[config.mk]
export PLATFORM = sky130hd
export DESIGN_NAME = keyed_watchdog
export DESIGN_NICKNAME = d
export VERILOG_FILES = /design/src/rtl/wdg_pkg.sv /design/src/rtl/wdg_limits.sv /design/src/rtl/wdg_keycheck.sv /design/src/rtl/wdg_counter.sv /design/src/rtl/keyed_watchdog.sv
export SDC_FILE = /design/constraint.sdc
export NUM_CORES = 1
export LEC_CHECK = 0
export CAP_MARGIN = 20
export CELL_PAD_IN_SITES_DETAIL_PLACEMENT = 1
export CELL_PAD_IN_SITES_GLOBAL_PLACEMENT = 1
export CORE_MARGIN = 10
export CORE_UTILIZATION = 25
export DETAILED_ROUTE_END_ITERATION = 6
export DONT_BUFFER_PORTS = 1
export GPL_TIMING_DRIVEN = 0
export PLACE_DENSITY = 0.52
export SYNTH_ARGS = -nofsm -noshare
export SYNTH_HDL_FRONTEND = slang
export SYNTH_HIERARCHICAL = 1
export SYNTH_SLANG_ARGS = --single-unit
export TNS_END_PERCENT = 5
[constraint.sdc]
create_clock -name clk -period 4.15 [get_ports clk]
set_input_delay 0.83 -clock clk [delete_from_list [all_inputs] [get_ports clk]]
set_output_delay 0.83 -clock clk [all_outputs]
set_load 0.02 [all_outputs]
[src/rtl/wdg_pkg.sv]
package wdg_pkg;

  localparam int unsigned WDG_SEL_W  = 3;
  localparam int unsigned WDG_WSEL_W = 2;
  localparam int unsigned WDG_DATA_W = 8;
  localparam logic [WDG_DATA_W-1:0] WDG_KEY = 8'hAC;

  typedef enum logic [WDG_WSEL_W-1:0] {
    WIN_HALF    = 2'd0,
    WIN_3QTR    = 2'd1,
    WIN_FULL    = 2'd2,
    WIN_FULL_B  = 2'd3
  } win_sel_e;

  // log2 of the overflow count for each period select code
  function automatic int unsigned period_exp(input logic [WDG_SEL_W-1:0] sel);
    case (sel)
      3'd0:    return 7;
      3'd1:    return 8;
      3'd2:    return 9;
      3'd3:    return 10;
      3'd4:    return 12;
      3'd5:    return 14;
      3'd6:    return 15;
      default: return 17;
    endcase
  endfunction

endpackage

[src/rtl/wdg_limits.sv]
module wdg_limits
  import wdg_pkg::*;
#(
  parameter int unsigned CNT_W = 18
) (
  input  logic [WDG_SEL_W-1:0]  period_sel,
  input  logic [WDG_WSEL_W-1:0] window_sel,
  output logic [CNT_W-1:0]      limit,
  output logic [CNT_W-1:0]      win_start,
  output logic [CNT_W-1:0]      irq_point
);

  localparam int unsigned NSEL = 1 << WDG_SEL_W;

  logic [CNT_W-1:0] lim_tab [NSEL];

  // one constant per select code, built from the exponent function
  for (genvar g = 0; g < NSEL; g++) begin : g_lim
    assign lim_tab[g] = CNT_W'(1) << period_exp(WDG_SEL_W'(g));
  end

  always_comb begin
    limit     = lim_tab[period_sel];
    irq_point = (limit >> 1) + (limit >> 2);
    case (win_sel_e'(window_sel))
      WIN_HALF: win_start = limit >> 1;
      WIN_3QTR: win_start = limit >> 2;
      default:  win_start = '0;
    endcase
  end

endmodule

[src/rtl/wdg_keycheck.sv]
module wdg_keycheck
  import wdg_pkg::*;
#(
  parameter int unsigned CNT_W = 18,
  parameter logic [WDG_DATA_W-1:0] KEY = WDG_KEY
) (
  input  logic                  trig_we,
  input  logic [WDG_DATA_W-1:0] trig_data,
  input  logic [CNT_W-1:0]      cnt,
  input  logic [CNT_W-1:0]      win_start,
  output logic                  refresh_ok,
  output logic                  violation
);

  logic key_match;
  logic win_open;

  always_comb begin
    key_match  = (trig_data == KEY);
    win_open   = (cnt >= win_start);
    refresh_ok = trig_we & key_match & win_open;
    violation  = trig_we & ~refresh_ok;
  end

endmodule

[src/rtl/wdg_counter.sv]
module wdg_counter #(
  parameter int unsigned CNT_W = 18
) (
  input  logic             clk,
  input  logic             rst_n,
  input  logic             tick_en,
  input  logic             standby_run,
  input  logic             halt_req,
  input  logic             stop_req,
  input  logic             refresh_ok,
  input  logic             violation,
  input  logic [CNT_W-1:0] limit,
  input  logic [CNT_W-1:0] irq_point,
  output logic [CNT_W-1:0] cnt,
  output logic             rst_req,
  output logic             intv_irq
);

  logic             paused;
  logic             paused_q;
  logic             wake;
  logic             advance;
  logic             overflow;
  logic             clear;
  logic [CNT_W-1:0] cnt_inc;
  logic [CNT_W-1:0] cnt_d;
  logic             rst_req_d;
  logic             irq_d;

  always_comb begin
    paused    = (halt_req | stop_req) & ~standby_run;
    wake      = paused_q & ~paused;
    advance   = tick_en & ~paused & ~wake;
    cnt_inc   = cnt + CNT_W'(1);
    overflow  = advance & ~refresh_ok & ~violation & (cnt >= limit - CNT_W'(1));
    clear     = wake | refresh_ok | violation | overflow;
    rst_req_d = violation | overflow;
    irq_d     = advance & ~clear & (cnt_inc == irq_point);
    if (clear)        cnt_d = '0;
    else if (advance) cnt_d = cnt_inc;
    else              cnt_d = cnt;
  end

  always_ff @(posedge clk or negedge rst_n) begin
    if (!rst_n) begin
      cnt      <= '0;
      paused_q <= 1'b0;
      rst_req  <= 1'b0;
      intv_irq <= 1'b0;
    end else begin
      cnt      <= cnt_d;
      paused_q <= paused;
      rst_req  <= rst_req_d;
      intv_irq <= irq_d;
    end
  end

  AST_RST_CLEARS_CNT: assert property (@(posedge clk) disable iff (!rst_n)
    rst_req |-> (cnt == '0));

  AST_FREEZE_HOLDS: assert property (@(posedge clk) disable iff (!rst_n)
    (paused && !refresh_ok && !violation) |=> (cnt == $past(cnt)));

  AST_WAKE_CLEARS: assert property (@(posedge clk) disable iff (!rst_n)
    $fell(paused) |=> (cnt == '0));

  AST_IRQ_AT_3QTR: assert property (@(posedge clk) disable iff (!rst_n)
    (intv_irq && $stable(limit)) |-> (cnt == irq_point));

  AST_IDLE_NO_ADVANCE: assert property (@(posedge clk) disable iff (!rst_n)
    (!tick_en && !wake && !refresh_ok && !violation) |=> (cnt == $past(cnt)));

endmodule

[src/rtl/keyed_watchdog.sv]
module keyed_watchdog
  import wdg_pkg::*;
#(
  parameter int unsigned CNT_W = 18,
  parameter logic [7:0]  KEY   = WDG_KEY
) (
  input  logic       clk,
  input  logic       rst_n,
  input  logic       tick_en,
  input  logic [2:0] period_sel,
  input  logic [1:0] window_sel,
  input  logic       standby_run,
  input  logic       halt_req,
  input  logic       stop_req,
  input  logic       trig_we,
  input  logic [7:0] trig_data,
  output logic       rst_req,
  output logic       intv_irq
);

  logic [CNT_W-1:0] limit;
  logic [CNT_W-1:0] win_start;
  logic [CNT_W-1:0] irq_point;
  logic [CNT_W-1:0] cnt;
  logic             refresh_ok;
  logic             violation;

  wdg_limits #(.CNT_W(CNT_W)) u_limits (
    .period_sel (period_sel),
    .window_sel (window_sel),
    .limit      (limit),
    .win_start  (win_start),
    .irq_point  (irq_point)
  );

  wdg_keycheck #(.CNT_W(CNT_W), .KEY(KEY)) u_keycheck (
    .trig_we    (trig_we),
    .trig_data  (trig_data),
    .cnt        (cnt),
    .win_start  (win_start),
    .refresh_ok (refresh_ok),
    .violation  (violation)
  );

  wdg_counter #(.CNT_W(CNT_W)) u_counter (
    .clk         (clk),
    .rst_n       (rst_n),
    .tick_en     (tick_en),
    .standby_run (standby_run),
    .halt_req    (halt_req),
    .stop_req    (stop_req),
    .refresh_ok  (refresh_ok),
    .violation   (violation),
    .limit       (limit),
    .irq_point   (irq_point),
    .cnt         (cnt),
    .rst_req     (rst_req),
    .intv_irq    (intv_irq)
  );

  AST_BAD_KEY_RESETS: assert property (@(posedge clk) disable iff (!rst_n)
    (trig_we && trig_data != KEY) |=> rst_req);

  AST_REFRESH_WINS: assert property (@(posedge clk) disable iff (!rst_n)
    refresh_ok |=> (!rst_req && cnt == '0));

  AST_EARLY_KEY_RESETS: assert property (@(posedge clk) disable iff (!rst_n)
    (trig_we && trig_data == KEY && cnt < win_start) |=> rst_req);

endmodule

==> impl_metrics.py, run 1 <==
metrics = {
    "clock_tree": {
        "cts_sinks": 21,
        "clock_path_buffers": 2,
        "clkTransAtPathRegs_ns": 0.06,
        "clockRootBuffer": "clkbuf_16",
        "cts_max_level": 1,
        "cts_tree": "done",
        "cts_buffers": 3,
        "clkLatencyLatePin_ns": 0.26,
    },
    "sta": {
        "fmax_ghz": 0.2523,
        "hold_viol": 0,
        "fin_crit_ns": 3.964,
        "timing.slew.headroom_pct": 57.50,
        "fin_skew_ns": 0.004822,
        "final.period_utilization_pct": 95.52,
        "hold-worst-slack_ns": 0.2585,
        "rsz0062_at_grt": "true",
        "finalSetupTns_ns": 0,
        "slew_violations": 0,
        "postLayoutSetupSlackWorst_ns": 0.1857,
        "tightestPinTransition_ns": 0.6327,
        "setup_viol": 0,
    },
    "synthesis": {
        "ys_seq_elements": 21,
        "avgSynthCellArea_um2": 7.951,
        "synth-seq-area-share_pct": 15.96,
        "synth_cells": 414,
        "yosys_most_used_dff": "dfrtp_1",
        "synth_edf_count": 0,
        "yosysWarnings": 6,
        "async_reset_ff_share_pct": 100.0,
        "ys_types": 62,
        "netlist_area_um2": 3292,
    },
    "floorplanning": {
        "die_area_um2": 18160,
        "core_um2": 12770,
        "initial_core_util_pct": 25.77,
        "die_width_um": 134.8,
        "die_y_um": 134.8,
        "rows": 41,
        "ios": 22,
    },
    "grt": {
        "antenna_found_initial": 0,
        "overflow": 0,
        "grt_usage_pct": 10.55,
        "grt_max_degree": 22,
        "grt_pass1_wl_um": 15940,
        "grt_pass1_vias": 3150,
    },
    "run_status": {
        "outcome": "complete, no violations",
    },
    "placed_design": {
        "gp_congestion": 0.7774,
        "post-dp-hpwl_um": 7761,
        "portBuffers": 0,
        "place_ws_ns": -1.029,
    },
    "routing": {
        "vias": 2971,
        "first_pass_iters": 4,
        "postRouteAntennaNets": 0,
        "drc": 0,
        "vias_per_cell": 4.746,
        "drtIter0Drc": 74,
        "wire_per_inst_um": 15.64,
        "wirelength_um": 9789,
    },
    "worst_setup_path": {
        "crit_path_max_fanout": 8,
        "required_ns": 4.30,
        "worstSetupPathType": "in2reg",
        "cp_slowest_cell": "or3_4",
        "critical_path.max_stage_delay_ns": 0.42,
        "arrival_ns": 4.11,
        "critPathLaunchType": "primary input",
        "reg2reg_slack_ns": 1.13,
        "path_cells": "buf_12, nand3b_1, inv_2, or3_4, or3_4, nor2_4, nand2_2, nor3_4, xnor2_1, ha_1, nand4_1, nor3_4, a211oi_2, o311a_1, nand3b_1, buf_6, clkbuf_16, nor2_1, o22a_1",
        "critPathCaptureType": "flip-flop",
    },
    "power": {
        "switching_share_pct": 31.20,
        "p_sw_uw": 201.0,
        "p_int_uw": 443.3,
        "power_frac_seq_pct": 33.9,
        "p_comb_share_pct": 32.8,
        "leakage_uw": 0.001883,
        "powerDensity_nw_per_um2": 158.1,
        "vdd_drop_max_mv": 0.1516,
        "p_clk_share_pct": 33.3,
    },
    "cells_and_area": {
        "final_cell_mix": "ha_1 (45), inv_1 (38), buf_4 (35)",
        "diodes": 0,
        "final_common_cell": "ha_1",
        "syn_to_final_growth_pct": 23.76,
        "drive_gt1_share_pct": 20.26,
        "finalNetCount": 521,
        "post-route-util_pct": 31.89,
    },
    "flow_run": {
        "maxCapViolations": 0,
    },
    "hold_path": {
        "min-delay-path-class": "in2async",
    },
}
-- per-stage QoR --
step	cell area, um2	total power, uW	std cells
6_report	4074	644.3	626
2_1_floorplan	3367	358.6	434
3_5_place_dp	3582	395.4	606
4_1_cts	3769	621.9	615
3_3_place_gp	3582	391.1	606
5_1_grt	4074	687.9	626
-- worst max-delay path, delay by kind of cell --
| kind | cells | cell delay (ns) |
|---|---|---|
| compound gates | 3 | 0.44 |
| xor+xnor | 1 | 0.10 |
| fa+ha+maj | 1 | 0.29 |
| buf+inv | 4 | 0.49 |
| simple gates | 10 | 1.96 |
-- cell usage after synthesis, drive strengths merged, types with 11 or more instances --
cell type	count	area (um2)
o21ai	16	80.08
nand2	22	82.58
ha	45	563.0
xnor2	32	280.3
inv	40	150.1
nor3	17	90.09
a21o	14	105.1
nand3	12	65.06
nor2	32	137.6
buf	32	242.7
a21oi	20	100.1
nand4	11	83.83
xor2	14	122.6
dfrtp	21	525.5
-- area by class of cell --
cell class,count,area [um2]
multi-input cells,335,2609
repair buffers,16,158.9
fillers,1522,8700
inverters,40,150.1
flip-flops and latches,21,525.5
clock buffers,4,78.83
plain buffers,38,336.6
well taps,172,215.2
-- repair_timing --
action,in CTS,in global routing
buffers inserted,5,10
gates resized for setup,15,44
setup endpoints to repair,19,19
cloned,0,2
pin swaps,3,24
hold buffers,0,0
endpoints found under the hold margin,0,0
-- flip-flops by register name (all words and copies together), names as in the netlist --
signal	flops
u_counter/cnt	18
u_counter/intv_irq	1
u_counter/paused_q	1
u_counter/rst_req	1
-- cell families after synthesis --
kind of cell	after synthesis	synth area share (%)
AO/OA/AOI/OAI	75	15.32
XOR/XNOR	46	12.24
adder cells (fa/ha/maj)	46	17.71
buffers and inverters	78	12.66
flip-flops	21	15.96
multiplexers	4	1.216
other	1	0.1139
AND/OR/NAND/NOR	143	24.78
-- power by group through the flow --
stage               clock network [uW]  registers [uW]  logic, uW
floorplan                            0             219        140
global placement                     0             222        169
detailed placement                   0             222        173
CTS                                218             218        185
global route                       231             219        238
finish                             214             218        212
-- worst paths after layout --
| check | endpoint | startpoint | cells after the start |
|---|---|---|---|
| max reg2reg | u_counter/intv_irq | u_counter/cnt[4] | 12 |
| max in group asynchronous | u_counter/cnt[9] | rst_n | 0 |
| min in group clk | u_counter/cnt[13] | u_counter/cnt[13] | 2 |
| min | u_counter/cnt[13] | rst_n | 0 |
| min reg2reg | u_counter/cnt[13] | u_counter/cnt[13] | 2 |
| max | u_counter/cnt[10] | period_sel[2] | 19 |
-- layer usage --
metal | GRT usage (%) | wire length (um) | up-vias
li1 | - | - | 1485
met1 | 13.24 | 4448 | 1454
met2 | 18.84 | 5026 | 26
met3 | 1.706 | 225 | 6
met4 | 1.330 | 89 | 0
met5 | 0 | 0 | -
(Power assumes the default switching activity.)
==> run 2: changes to the inputs <==
Settings changed: SETUP_SLACK_MARGIN set to 0.2.
==> impl_metrics.py, run 2 (synthesized netlist as in run 1, its figures left out) <==
metrics = {
    "clock_tree": {
        "cts_buffers": 3,
        "clockRootBuffer": "clkbuf_16",
        "clkLatencyLatePin_ns": 0.25,
        "clkTransAtPathRegs_ns": 0.06,
        "cts_sinks": 21,
        "cts_max_level": 1,
        "cts_tree": "done",
        "clock_path_buffers": 2,
    },
    "worst_setup_path": {
        "critical_path.max_stage_delay_ns": 0.35,
        "path_cells": "buf_12, nor3b_4, buf_6, or3_4, or3_4, nor2_1, nand2_1, nor3_2, xnor2_1, ha_1, nand4_1, nor3_4, a211oi_2, o311a_1, nand3b_1, buf_6, buf_6, or3_4, o211ai_1",
        "startpoint": "period_sel[1]",
        "cp_slowest_cell": "or3_4",
        "required_ns": 4.32,
        "r2r-start": "u_counter/cnt[1]",
        "reg2reg_slack_ns": 1.04,
        "cp-endpoint": "u_counter/cnt[12]",
        "crit_path_max_fanout": 10,
        "reg2reg_depth": 12,
        "cp.depth": 19,
        "arrival_ns": 4.21,
        "r2r_end": "u_counter/cnt[12]",
        "critPathBufInv": 4,
        "critPathCaptureType": "flip-flop",
        "critPathLaunchType": "primary input",
        "critPathTopFamily": "simple AND/OR/NAND/NOR gates",
        "worstSetupPathType": "in2reg",
    },
    "placed_design": {
        "gp_congestion": 0.7758,
        "place_inst": 606,
        "place_area_um2": 3591,
        "post-dp-hpwl_um": 7782,
        "place_ws_ns": -0.7287,
        "portBuffers": 0,
    },
    "sta": {
        "timing.slew.headroom_pct": 57.79,
        "slew_violations": 0,
        "tightestPinTransition_ns": 0.6283,
        "fmax_ghz": 0.2472,
        "setup_viol": 0,
        "hold_viol": 0,
        "fin_crit_ns": 4.045,
        "postLayoutSetupSlackWorst_ns": 0.1046,
        "rsz0062_at_grt": "true",
        "fin_skew_ns": 0.005776,
        "finalSetupTns_ns": 0,
        "final.period_utilization_pct": 97.48,
    },
    "routing": {
        "drtIter0Drc": 101,
        "wire_per_inst_um": 15.43,
        "vias": 2931,
        "postRouteAntennaNets": 0,
        "first_pass_iters": 4,
        "drc": 0,
        "wirelength_um": 9581,
        "vias_per_cell": 4.720,
    },
    "run_status": {
        "outcome": "complete, no violations",
    },
    "floorplanning": {
        "initial_core_util_pct": 25.77,
        "die_width_um": 134.8,
        "core_um2": 12770,
        "die_area_um2": 18160,
        "ios": 22,
        "rows": 41,
        "die_y_um": 134.8,
    },
    "power": {
        "power.total_uw": 622.8,
        "leakage_uw": 0.001834,
        "vdd_drop_max_mv": 0.2110,
        "powerDensity_nw_per_um2": 158.7,
    },
    "cells_and_area": {
        "final_area_um2": 3924,
        "finalNetCount": 516,
        "diodes": 0,
        "stdcell_count": 621,
        "nFillCells": 1536,
        "largest_reg_flops": 18,
        "regMostFlops": "u_counter/cnt",
        "syn_to_final_growth_pct": 19.19,
        "final_cell_mix": "ha_1 (45), inv_1 (38), xnor2_1 (32)",
        "drive_gt1_share_pct": 18.71,
        "final_common_cell": "ha_1",
    },
    "flow_run": {
        "maxCapViolations": 0,
    },
    "grt": {
        "grt_pass1_wl_um": 16100,
        "grt_max_degree": 22,
        "overflow": 0,
        "grt_usage_pct": 10.79,
        "grt_pass1_vias": 3086,
        "antenna_found_initial": 0,
    },
    "hold_path": {
        "min-delay-path-class": "in2async",
    },
}
-- run 2: cell types whose count changed in the layout (fill, tap and decap cells not counted), moves of 2 or more --
| cell | change |
|---|---|
| buf_12 | -3 |
| buf_4 | -6 |
| buf_6 | +6 |
| clkbuf_16 | -2 |
| nor2_2 | +2 |
| nor4_1 | +2 |
| nor4_2 | +2 |
| nor4_4 | -4 |
-- run 2: power by group --
group	switching, uW	internal, uW
sequential	9.26	209
clock	74.5	131
combinational	105	94.2
total	188	434
-- run 2: metal layers --
metal	up-vias	routed length [um]	GRT usage, %
met5	-	0	0
met1	1430	4402	13.64
met4	0	14	0.5441
met2	26	4946	19.57
li1	1473	-	-
met3	2	217	1.632
-- run 2: how the worst min path moves through the flow --
stage               start           endpoint
floorplan           rst_n   u_counter/cnt[0]
global placement    rst_n  u_counter/cnt[16]
detailed placement  rst_n  u_counter/cnt[16]
CTS                 rst_n   u_counter/cnt[3]
global route        rst_n   u_counter/cnt[3]
finish              rst_n   u_counter/cnt[3]
-- run 2: layout make-up --
cell class | instances | area [um2] | share of cell area (%)
Multi-Input combinational cell | 335 | 2547 | 64.92
Buffer | 38 | 305.3 | 7.781
Sequential cell | 21 | 525.5 | 13.39
Timing Repair Buffer | 11 | 101.3 | 2.583
Tap cell | 172 | 215.2 | 5.485
Clock buffer | 4 | 78.83 | 2.009
Inverter | 40 | 150.1 | 3.827
-- run 2: through the flow --
stage	hold WS, ns	utilization, %
floorplan	0.5344	-
global placement	0.5353	28.11
detailed placement	0.5352	28.11
CTS	0.2610	29.74
global route	0.2568	30.72
finish	0.2683	30.72
-- run 2: what timing repair did --
| item | in CTS | in global routing |
|---|---|---|
| pin swaps | 5 | 8 |
| hold buffers | 0 | 0 |
| endpoints found under the setup margin | 19 | 20 |
| buffers inserted | 6 | 4 |
| resized for setup | 16 | 27 |
| gates cloned | 1 | 0 |
-- run 2: worst register-to-register path, delay by kind of cell, from the launching register on --
kind / cells / cell delay (ns)
AO/OA/AOI/OAI: 5 / 1.05
adder cells (fa/ha/maj): 1 / 0.29
buffers and inverters: 2 / 0.27
flip-flops: 1 / 0.49
AND/OR/NAND/NOR: 4 / 0.94
